--- config.mk ---
export PLATFORM = sky130hd
export DESIGN_NAME = spi_xfer_engine
export DESIGN_NICKNAME = d
export VERILOG_FILES = /design/src/rtl/spi_eng_pkg.sv /design/src/rtl/spi_byte_seq.sv /design/src/rtl/spi_bit_shifter.sv /design/src/rtl/spi_cs_drive.sv /design/src/rtl/spi_xfer_engine.sv
export SDC_FILE = /design/constraint.sdc
export NUM_CORES = 1
export LEC_CHECK = 0
export BUFFER_PORTS_ARGS = -buffer_cell sky130_fd_sc_hd__buf_2
export CORE_MARGIN = 1.5
export CORE_UTILIZATION = 42
export CTS_CLUSTER_DIAMETER = 150
export CTS_CLUSTER_SIZE = 20
export DETAILED_ROUTE_END_ITERATION = 10
export GPL_TIMING_DRIVEN = 1
export PLACE_DENSITY_LB_ADDON = 0.15
export SYNTH_ARGS = -nofsm -noshare
export SYNTH_HDL_FRONTEND = slang
export SYNTH_SLANG_ARGS = --single-unit
--- constraint.sdc ---
create_clock -name clk -period 7 [get_ports clk]
set_input_delay 0.35 -clock clk [delete_from_list [all_inputs] [get_ports clk]]
set_output_delay 0.35 -clock clk [all_outputs]
set_load 0.03 [all_outputs]
--- src/rtl/spi_eng_pkg.sv ---
package spi_eng_pkg;
  localparam int BYTE_W = 8;
  localparam int HALF_W = $clog2(2 * BYTE_W);

  typedef enum logic [1:0] {
    SEQ_IDLE,
    SEQ_FETCH,
    SEQ_SHIFT
  } seq_state_e;

  // Bit that leaves the shift register next.
  function automatic logic pick_bit(input logic [BYTE_W-1:0] v, input logic lsb);
    return lsb ? v[0] : v[BYTE_W-1];
  endfunction

  // Shift register after one bit has left.
  function automatic logic [BYTE_W-1:0] advance(input logic [BYTE_W-1:0] v, input logic lsb);
    return lsb ? {1'b0, v[BYTE_W-1:1]} : {v[BYTE_W-2:0], 1'b0};
  endfunction
endpackage

--- src/rtl/spi_byte_seq.sv ---
module spi_byte_seq
  import spi_eng_pkg::*;
#(
  parameter int CNT_W = 24
) (
  input  logic              clk,
  input  logic              rst_n,
  input  logic              soft_rst,
  input  logic              run_ok,
  input  logic              start,
  input  logic [CNT_W-1:0]  burst_len,
  input  logic [CNT_W-1:0]  tx_len,
  input  logic              tx_valid,
  input  logic [BYTE_W-1:0] tx_data,
  input  logic              rx_free,
  input  logic              byte_end,
  output logic              tx_ready,
  output logic              load,
  output logic [BYTE_W-1:0] load_data,
  output logic              busy,
  output logic              done
);
  seq_state_e       state_q;
  logic [CNT_W-1:0] idx_q, burst_q, txlen_q;
  logic [CNT_W-1:0] idx_nx;
  logic             need_tx, fetch_ok;

  assign need_tx   = (idx_q < txlen_q);
  assign fetch_ok  = (state_q == SEQ_FETCH) && run_ok && rx_free;
  assign tx_ready  = fetch_ok && need_tx;
  assign load      = fetch_ok && (!need_tx || tx_valid);
  assign load_data = need_tx ? tx_data : '0;
  assign idx_nx    = idx_q + CNT_W'(1);
  assign busy      = (state_q != SEQ_IDLE);

  always_ff @(posedge clk or negedge rst_n) begin
    if (!rst_n) begin
      state_q <= SEQ_IDLE;
      idx_q   <= '0;
      burst_q <= '0;
      txlen_q <= '0;
      done    <= 1'b0;
    end else if (soft_rst) begin
      state_q <= SEQ_IDLE;
      idx_q   <= '0;
      done    <= 1'b0;
    end else begin
      done <= 1'b0;
      unique case (state_q)
        SEQ_IDLE: begin
          if (start && run_ok) begin
            burst_q <= burst_len;
            txlen_q <= tx_len;
            idx_q   <= '0;
            if (burst_len == '0) done <= 1'b1;
            else                 state_q <= SEQ_FETCH;
          end
        end
        SEQ_FETCH: begin
          if (load) state_q <= SEQ_SHIFT;
        end
        SEQ_SHIFT: begin
          if (byte_end) begin
            idx_q <= idx_nx;
            if (idx_nx == burst_q) begin
              done    <= 1'b1;
              state_q <= SEQ_IDLE;
            end else begin
              state_q <= SEQ_FETCH;
            end
          end
        end
        default: state_q <= SEQ_IDLE;
      endcase
    end
  end
endmodule

--- src/rtl/spi_bit_shifter.sv ---
module spi_bit_shifter
  import spi_eng_pkg::*;
(
  input  logic              clk,
  input  logic              rst_n,
  input  logic              soft_rst,
  input  logic              tick,
  input  logic              load,
  input  logic [BYTE_W-1:0] load_data,
  input  logic              cpol,
  input  logic              cpha,
  input  logic              lsb_first,
  input  logic              miso,
  output logic              sck,
  output logic              mosi,
  output logic              byte_end,
  output logic [BYTE_W-1:0] rx_byte
);
  localparam logic [HALF_W-1:0] LAST_HALF = HALF_W'(2 * BYTE_W - 1);

  logic              active_q, phase_q;
  logic [HALF_W-1:0] half_q;
  logic [BYTE_W-1:0] tx_sh_q, rx_sh_q, rx_next;
  logic              leading, sample_now;

  assign leading    = ~half_q[0];
  assign sample_now = leading ^ cpha;
  assign rx_next    = lsb_first ? {miso, rx_sh_q[BYTE_W-1:1]} : {rx_sh_q[BYTE_W-2:0], miso};
  assign sck        = cpol ^ phase_q;

  always_ff @(posedge clk or negedge rst_n) begin
    if (!rst_n) begin
      active_q <= 1'b0;
      phase_q  <= 1'b0;
      half_q   <= '0;
      tx_sh_q  <= '0;
      rx_sh_q  <= '0;
      rx_byte  <= '0;
      mosi     <= 1'b0;
      byte_end <= 1'b0;
    end else if (soft_rst) begin
      active_q <= 1'b0;
      phase_q  <= 1'b0;
      half_q   <= '0;
      mosi     <= 1'b0;
      byte_end <= 1'b0;
    end else begin
      byte_end <= 1'b0;
      if (load) begin
        active_q <= 1'b1;
        phase_q  <= 1'b0;
        half_q   <= '0;
        rx_sh_q  <= '0;
        if (!cpha) begin
          mosi    <= pick_bit(load_data, lsb_first);
          tx_sh_q <= advance(load_data, lsb_first);
        end else begin
          tx_sh_q <= load_data;
        end
      end else if (tick && active_q) begin
        phase_q <= ~phase_q;
        half_q  <= half_q + HALF_W'(1);
        if (sample_now) begin
          rx_sh_q <= rx_next;
        end else begin
          mosi    <= pick_bit(tx_sh_q, lsb_first);
          tx_sh_q <= advance(tx_sh_q, lsb_first);
        end
        if (half_q == LAST_HALF) begin
          active_q <= 1'b0;
          byte_end <= 1'b1;
          rx_byte  <= sample_now ? rx_next : rx_sh_q;
        end
      end
    end
  end
endmodule

--- src/rtl/spi_cs_drive.sv ---
module spi_cs_drive #(
  parameter int NUM_CS = 4,
  parameter int SEL_W  = 2
) (
  input  logic [SEL_W-1:0]  sel,
  input  logic              pol,
  input  logic              manual,
  input  logic              level,
  input  logic              busy,
  output logic [NUM_CS-1:0] cs_o
);
  logic picked_level;

  assign picked_level = manual ? level : (busy ? pol : ~pol);

  for (genvar g = 0; g < NUM_CS; g++) begin : g_line
    assign cs_o[g] = (sel == SEL_W'(g)) ? picked_level : ~pol;
  end
endmodule

--- src/rtl/spi_xfer_engine.sv ---
module spi_xfer_engine
  import spi_eng_pkg::*;
#(
  parameter  int CNT_W  = 24,
  parameter  int NUM_CS = 4,
  localparam int SEL_W  = (NUM_CS > 1) ? $clog2(NUM_CS) : 1
) (
  input  logic              clk,
  input  logic              rst_n,
  input  logic              cfg_enable,
  input  logic              cfg_master,
  input  logic              cfg_soft_rst,
  input  logic              cfg_cpol,
  input  logic              cfg_cpha,
  input  logic              cfg_lsb_first,
  input  logic              cfg_cs_pol,
  input  logic [SEL_W-1:0]  cfg_cs_sel,
  input  logic              cfg_cs_manual,
  input  logic              cfg_cs_level,
  input  logic              cfg_rx_discard,
  input  logic [CNT_W-1:0]  burst_len,
  input  logic [CNT_W-1:0]  tx_len,
  input  logic              start,
  output logic              busy,
  output logic              done,
  input  logic              sck_tick,
  input  logic              tx_valid,
  output logic              tx_ready,
  input  logic [BYTE_W-1:0] tx_data,
  output logic              rx_valid,
  input  logic              rx_ready,
  output logic [BYTE_W-1:0] rx_data,
  output logic              sck,
  output logic              mosi,
  input  logic              miso,
  output logic [NUM_CS-1:0] cs_o
);
  logic              run_ok, tick_g, rx_free;
  logic              load, byte_end;
  logic [BYTE_W-1:0] load_data, rx_byte;

  assign run_ok  = cfg_enable & cfg_master;
  assign tick_g  = sck_tick & run_ok;
  assign rx_free = ~rx_valid | cfg_rx_discard;

  spi_byte_seq #(.CNT_W(CNT_W)) u_seq (
    .clk       (clk),
    .rst_n     (rst_n),
    .soft_rst  (cfg_soft_rst),
    .run_ok    (run_ok),
    .start     (start),
    .burst_len (burst_len),
    .tx_len    (tx_len),
    .tx_valid  (tx_valid),
    .tx_data   (tx_data),
    .rx_free   (rx_free),
    .byte_end  (byte_end),
    .tx_ready  (tx_ready),
    .load      (load),
    .load_data (load_data),
    .busy      (busy),
    .done      (done)
  );

  spi_bit_shifter u_shift (
    .clk       (clk),
    .rst_n     (rst_n),
    .soft_rst  (cfg_soft_rst),
    .tick      (tick_g),
    .load      (load),
    .load_data (load_data),
    .cpol      (cfg_cpol),
    .cpha      (cfg_cpha),
    .lsb_first (cfg_lsb_first),
    .miso      (miso),
    .sck       (sck),
    .mosi      (mosi),
    .byte_end  (byte_end),
    .rx_byte   (rx_byte)
  );

  spi_cs_drive #(.NUM_CS(NUM_CS), .SEL_W(SEL_W)) u_cs (
    .sel    (cfg_cs_sel),
    .pol    (cfg_cs_pol),
    .manual (cfg_cs_manual),
    .level  (cfg_cs_level),
    .busy   (busy),
    .cs_o   (cs_o)
  );

  // Single-entry receive holding register.
  always_ff @(posedge clk or negedge rst_n) begin
    if (!rst_n) begin
      rx_valid <= 1'b0;
      rx_data  <= '0;
    end else if (cfg_soft_rst) begin
      rx_valid <= 1'b0;
    end else if (byte_end && !cfg_rx_discard) begin
      rx_valid <= 1'b1;
      rx_data  <= rx_byte;
    end else if (rx_valid && rx_ready) begin
      rx_valid <= 1'b0;
    end
  end
endmodule

Yosys cells after proc, flatten, opt, wreduce, memory -nomap -nowiden
Cells that the tools add are included.
{ "classes": {"eq_ne": 14, "bitwise": 11, "div": 0, "n_reduce_logical": 29, "n_mux": 58, "addsub": 2, "shift": 0, "magnitude_cmp": 1, "n_mul": 0} }
{ "op_table": {"columns": ["operator", "n"], "rows": [
  ["two-way mux 8 bit", 11],
  ["two-way mux 24 bit", 3],
  ["one-hot mux 24 bit (2 select lines)", 1],
  ["two-way mux 1 bit", 33],
  ["adder 24 x 1 -> 24 bit, second input constant", 1],
  ["equality test 24 bit", 1],
  ["logical NOT 24 bit", 1],
  ["< comparator 24 bit", 1],
  ["two-way mux 4 bit", 3],
  ["inequality test 3 bit, second input constant", 4],
  ["AND reduction 3 bit", 4],
  ["nonzero test 3 bit", 4],
  ["two-way mux 2 bit", 5],
  ["logical AND 1 bit", 8],
  ["AND reduction 4 bit", 2],
  ["equality test 2 bit, second input constant", 3],
  ["inequality test 3 x 2 -> 1 bit, second input constant", 2],
  ["NOT 1 bit", 6],
  ["one-hot mux 2 bit (3 select lines)", 1],
  ["AND reduction 2 bit", 3],
  ["adder 4 x 1 -> 4 bit, second input constant", 1],
  ["equality test 2 x 1 -> 1 bit, second input constant", 2],
  ["equality test 4 bit, second input constant", 1],
  ["logical NOT 2 bit", 2],
  ["8 further kinds", 12]
]} }
{ "word_totals": {"rom_bits": 0, "mem_count": 0, "output_inout_bits": 18, "word_cells": 130, "regBits": 116, "latchBits": 0, "ramBits": 0} }

Logic depth before layout (Yosys ltp)
{ "logic_depth": {"depth_word": 7, "ltp_mapped": 10, "depth_no_buf": 9} }

By module
Synthesis repeated with hierarchy kept, for this count alone.
{ "hier_totals": {"cells_unflattened": 696, "hier_area_um2": 6816.5} }
{ "modules_own_cells": {"columns": ["module", "cells_per_inst", "n_inst", "area_per_inst_um2"], "rows": [
  ["spi_byte_seq", 482, 1, 4510.6],
  ["spi_bit_shifter", 176, 1, 1854.3],
  ["spi_xfer_engine", 24, 1, 370.4],
  ["spi_cs_drive", 14, 1, 81.3]
]} }

Least setup slack after synthesis
OpenSTA, ideal clock, no wires.
{ "synth_timing": {"kind": "reg-to-reg", "from": "reg u_seq.idx_q[11]", "to": "reg u_shift.tx_sh_q[0]", "arrival_time_ns": 2.482, "n_path_buf": 1, "path_slack_ns": 4.393, "period_less_slack_ns": 2.607, "setup_ns": 0.125, "stages_incl_launch_ff": 10, "cell_sequence": "dfrtp_1 -> ha_1 -> nand2_1 -> o21a_1 -> a2111oi_0 -> a211o_1 -> o21a_1 -> clkbuf_1 -> o221ai_1 -> mux2_2"} }
{ "synth_between": {"elab_chain_cells": 6, "elab_cells_between_ends": 11} }
{ "synth_rtl": {"columns": ["element", "line", "source"], "rows": [
  ["start, declared", "spi_byte_seq.sv:24", "logic [CNT_W-1:0] idx_q, burst_q, txlen_q;"],
  ["start signal, assigned", "spi_byte_seq.sv:64", "idx_q <= idx_nx;"],
  ["< comparator 24 bit *", "spi_byte_seq.sv:28", "assign need_tx = (idx_q < txlen_q);"],
  ["logical NOT 1 bit", "spi_byte_seq.sv:31", "assign load = fetch_ok && (!need_tx || tx_valid);"],
  ["logical OR 1 bit", "spi_byte_seq.sv:31", null],
  ["logical AND 1 bit", "spi_byte_seq.sv:31", null],
  ["inequality test 2 bit (no source line) / nonzero test 2 bit (equally long branches)", null, null],
  ["AND reduction 3 bit (no source line)", null, null],
  ["end signal, assigned", "spi_bit_shifter.sv:56", "tx_sh_q <= advance(load_data, lsb_first);"],
  ["end signal, assigned", "spi_bit_shifter.sv:58", "tx_sh_q <= load_data;"],
  ["end signal, assigned", "spi_bit_shifter.sv:67", "tx_sh_q <= advance(tx_sh_q, lsb_first);"],
  ["end, declared", "spi_bit_shifter.sv:23", "logic [BYTE_W-1:0] tx_sh_q, rx_sh_q, rx_next;"]
]} }
Every way passes the cells marked *; elsewhere a longest branch is shown, timed or not.
A chain may end at the register's enable or synchronous reset.

Worst setup path after layout
{ "layout_timing": {"from": "reg u_seq.idx_q[2]", "to": "out tx_ready"} }
{ "layout_between": {"elab_chain_cells": 2} }
{ "layout_rtl": {"columns": ["element", "line", "source"], "rows": [
  ["< comparator 24 bit", "spi_byte_seq.sv:28", null],
  ["logical AND 1 bit", "spi_byte_seq.sv:30", "assign tx_ready = fetch_ok && need_tx;"],
  ["end, declared", "spi_xfer_engine.sv:28", "output logic tx_ready,"]
]} }
No other way between the ends.

==> results_dict.tcl <==
set metrics [dict create \
    place_inst 972 \
    antenna_found_initial 0 \
    start_util 0.433 \
    fp.dieArea_mm2 0.0172 \
    end_kind "output pin" \
    synthCells 691 \
    cp_max_fo 12 \
    io_pins 93 \
    syn_area_per_cell_um2 9.99 \
    critPathKind "reg -> out" \
    cts_root_buf "clkbuf_16" \
    seq_area_frac_synth 0.421 \
    p_clk_frac 0.452 \
    ant_nets 0 \
    ctsResizeCount 0 \
    path_clk_slew_ns 0.06 \
    grt.overflow.total 0 \
    die_h_um 131 \
    synth-async-reset-ratio 1.00 \
    ff2ff_setup_slack_ns 3.33 \
    drive_gt1_frac 0.267 \
    grt_pass1_wl_um 29800 \
    h-tree-depth 4 \
    internal_power_uw 1490 \
    finClkSkew_ns 0.00897 \
    clock.fmax_mhz 256 \
    yosysTopAreaCellShare 0.421 \
    rsz0062_at_grt "no" \
    syn2layout_area_growth_pct 18.1 \
    final.fill_count 1482 \
    finalHoldViolCount 0 \
    drc 0 \
    core_mm2 0.0159 \
    fin_ws_ns 3.10 \
    final_common_cell "dfrtp_1" \
    drt_iter0_drc 354 \
    layout_common_cells "116 x dfrtp_1, 92 x buf_2, 72 x mux2_2" \
    ys_ff_latch 116 \
    vias 5719 \
    drv_slew 0 \
    rows 46 \
    diodes 0 \
    p_comb_frac 0.149 \
    viasPerCell 5.69 \
    first_pass_iters 5 \
    worstPathArrival_ns 3.55 \
    syn_area_mm2 0.00690 \
    setup-violations-final 0 \
    instances_no_fill 1005 \
    cts_tree "done" \
    cap_violations 0 \
    pwr-share-seq 0.399 \
    synth_ff_type "dfrtp_1" \
    ir_drop_mv 0.178 \
    track_usage 0.218 \
    cts.sinks 116 \
    place_hpwl_um 12900 \
    io_buffer_count 92 \
    cts_buffers 17 \
    leakage_uw 0.00380 \
    hold_class "in -> async" \
    grt_pass1_vias 5869 \
    swShare 0.257 \
    finalCritPeriodShare 0.557 \
    switching_power_uw 514 \
    dpl_worst_slack_ns 3.21 \
    power.total_uw 2000 \
    wl_um 17900 \
    clockBufferDepth 2 \
    p_per_area_mw_per_mm2 245 \
    cts_hold_buf 0 \
    startpoint_type "flip-flop" \
    status "complete, no violations" \
    yosysTopAreaCell "dfrtp_1" \
    routedWlPerCell_um 17.8 \
    place_congestion 0.867 \
    holdWs_ns 0.0146 \
    relSlewSlack 0.240 \
    synth-edff-count 0 \
    ys_types 60 \
    die_w_um 131 \
    fin_tns_setup_ns 0 \
    required_ns 6.65 \
    grt_max_degree 61 \
    ys_warn_count 0 \
    post_cts_buffers 0 \
    final_nets 876 \
    tightest_slew_ns 1.14 \
    synth_area_leaders "dfrtp_1 42%, mux2_2 12%, ha_1 4.5%" \
    clk_latency_ns 0.43 \
    syn_nets 791 \
    min_period_ns 3.90 \
]
[worst max-delay path: stages, from the launching register on]
cell and delay, ns:
dfrtp_1 0.53, ha_1 0.27, or4_1 0.50, a21oi_1 0.39, o311ai_1 0.31, a211oi_1 0.50, buf_2 0.29, and2_1 0.15
buf_2 0.19
[routing by layer]
metal,vias up,wire length [µm],part of all wire,global-route usage
met4,0,588,0.033,0.113
met5,-,0,0,0
met1,2787,7970,0.44,0.276
met2,179,8350,0.47,0.346
met3,41,1020,0.057,0.0529
li1,2712,-,-,-
[final timing paths]
check                                                 from                        endpoint  depth (start not counted)
worst max-delay path            u_seq.idx_q[2]$_DFFE_PN0P_                        tx_ready                          8
worst min-delay path                                 rst_n     u_seq.idx_q[11]$_DFFE_PN0P_                          1
worst max register to register  u_seq.idx_q[2]$_DFFE_PN0P_  u_shift.rx_byte[1]$_DFFE_PN0P_                          8
worst min register to register        rx_valid$_DFFE_PN0P_            rx_valid$_DFFE_PN0P_                          1
max in group asynchronous                            rst_n   u_seq.txlen_q[20]$_DFFE_PN0P_                          2
min in group clk                                tx_len[12]   u_seq.txlen_q[12]$_DFFE_PN0P_                          2
[cells by family (layout without fill, tap and decap cells)]
logic type               Yosys count  count (layout)  synth area share
adder cells (fa/ha/maj)           25              25            0.0453
buffers and inverters             60             158            0.0352
multiplexers                     100             100             0.158
XOR/XNOR                          32              32            0.0406
AND/OR/NAND/NOR                  216             216             0.171
flip-flops                       116             116             0.421
AO/OA/AOI/OAI                    142             142             0.129
[power by group through the flow]
stage	clock network, µW	logic [µW]	registers (µW)
5_1_grt	950	333	810
6_report	904	298	798
4_1_cts	920	300	799
2_1_floorplan	0	209	790
3_3_place_gp	0	286	807
3_5_place_dp	0	297	810
[stage by stage]
stage | instance area (µm²) | util
after floorplan | 6900 | -
after global placement | 7530 | 0.472
after detailed placement | 7530 | 0.472
after CTS | 8140 | 0.511
after global routing | 8150 | 0.511
final | 8150 | 0.511
[cell type report]
type                            count  area [µm²]  area share
Timing Repair Buffer               97         498      0.0611
Multi-Input combinational cell    515        3760       0.461
Sequential cell                   116        2900       0.356
Clock buffer                       23         488      0.0599
Clock inverter                      9         125      0.0154
Tap cell                          216         270      0.0332
Inverter                           29         109      0.0134
[synthesized netlist by cell type (all sizes together) (19+ instances only)]
library cell and number:
a21oi 30, clkbuf 19, dfrtp 116, ha 25, inv 29, mux2 72
mux2i 28, nand2 50, nand3 19, nand4 30, nor2 36, o21ai 53
[state kept, by name, summed over array words and instances, names as in the netlist, 2 cells and up]
name,count
rx_data,8
u_seq.burst_q,24
u_seq.idx_q,24
u_seq.state_q,2
u_seq.txlen_q,24
u_shift.half_q,4
u_shift.rx_byte,8
u_shift.rx_sh_q,8
u_shift.tx_sh_q,8
Power figures use the tool's default switching activity.
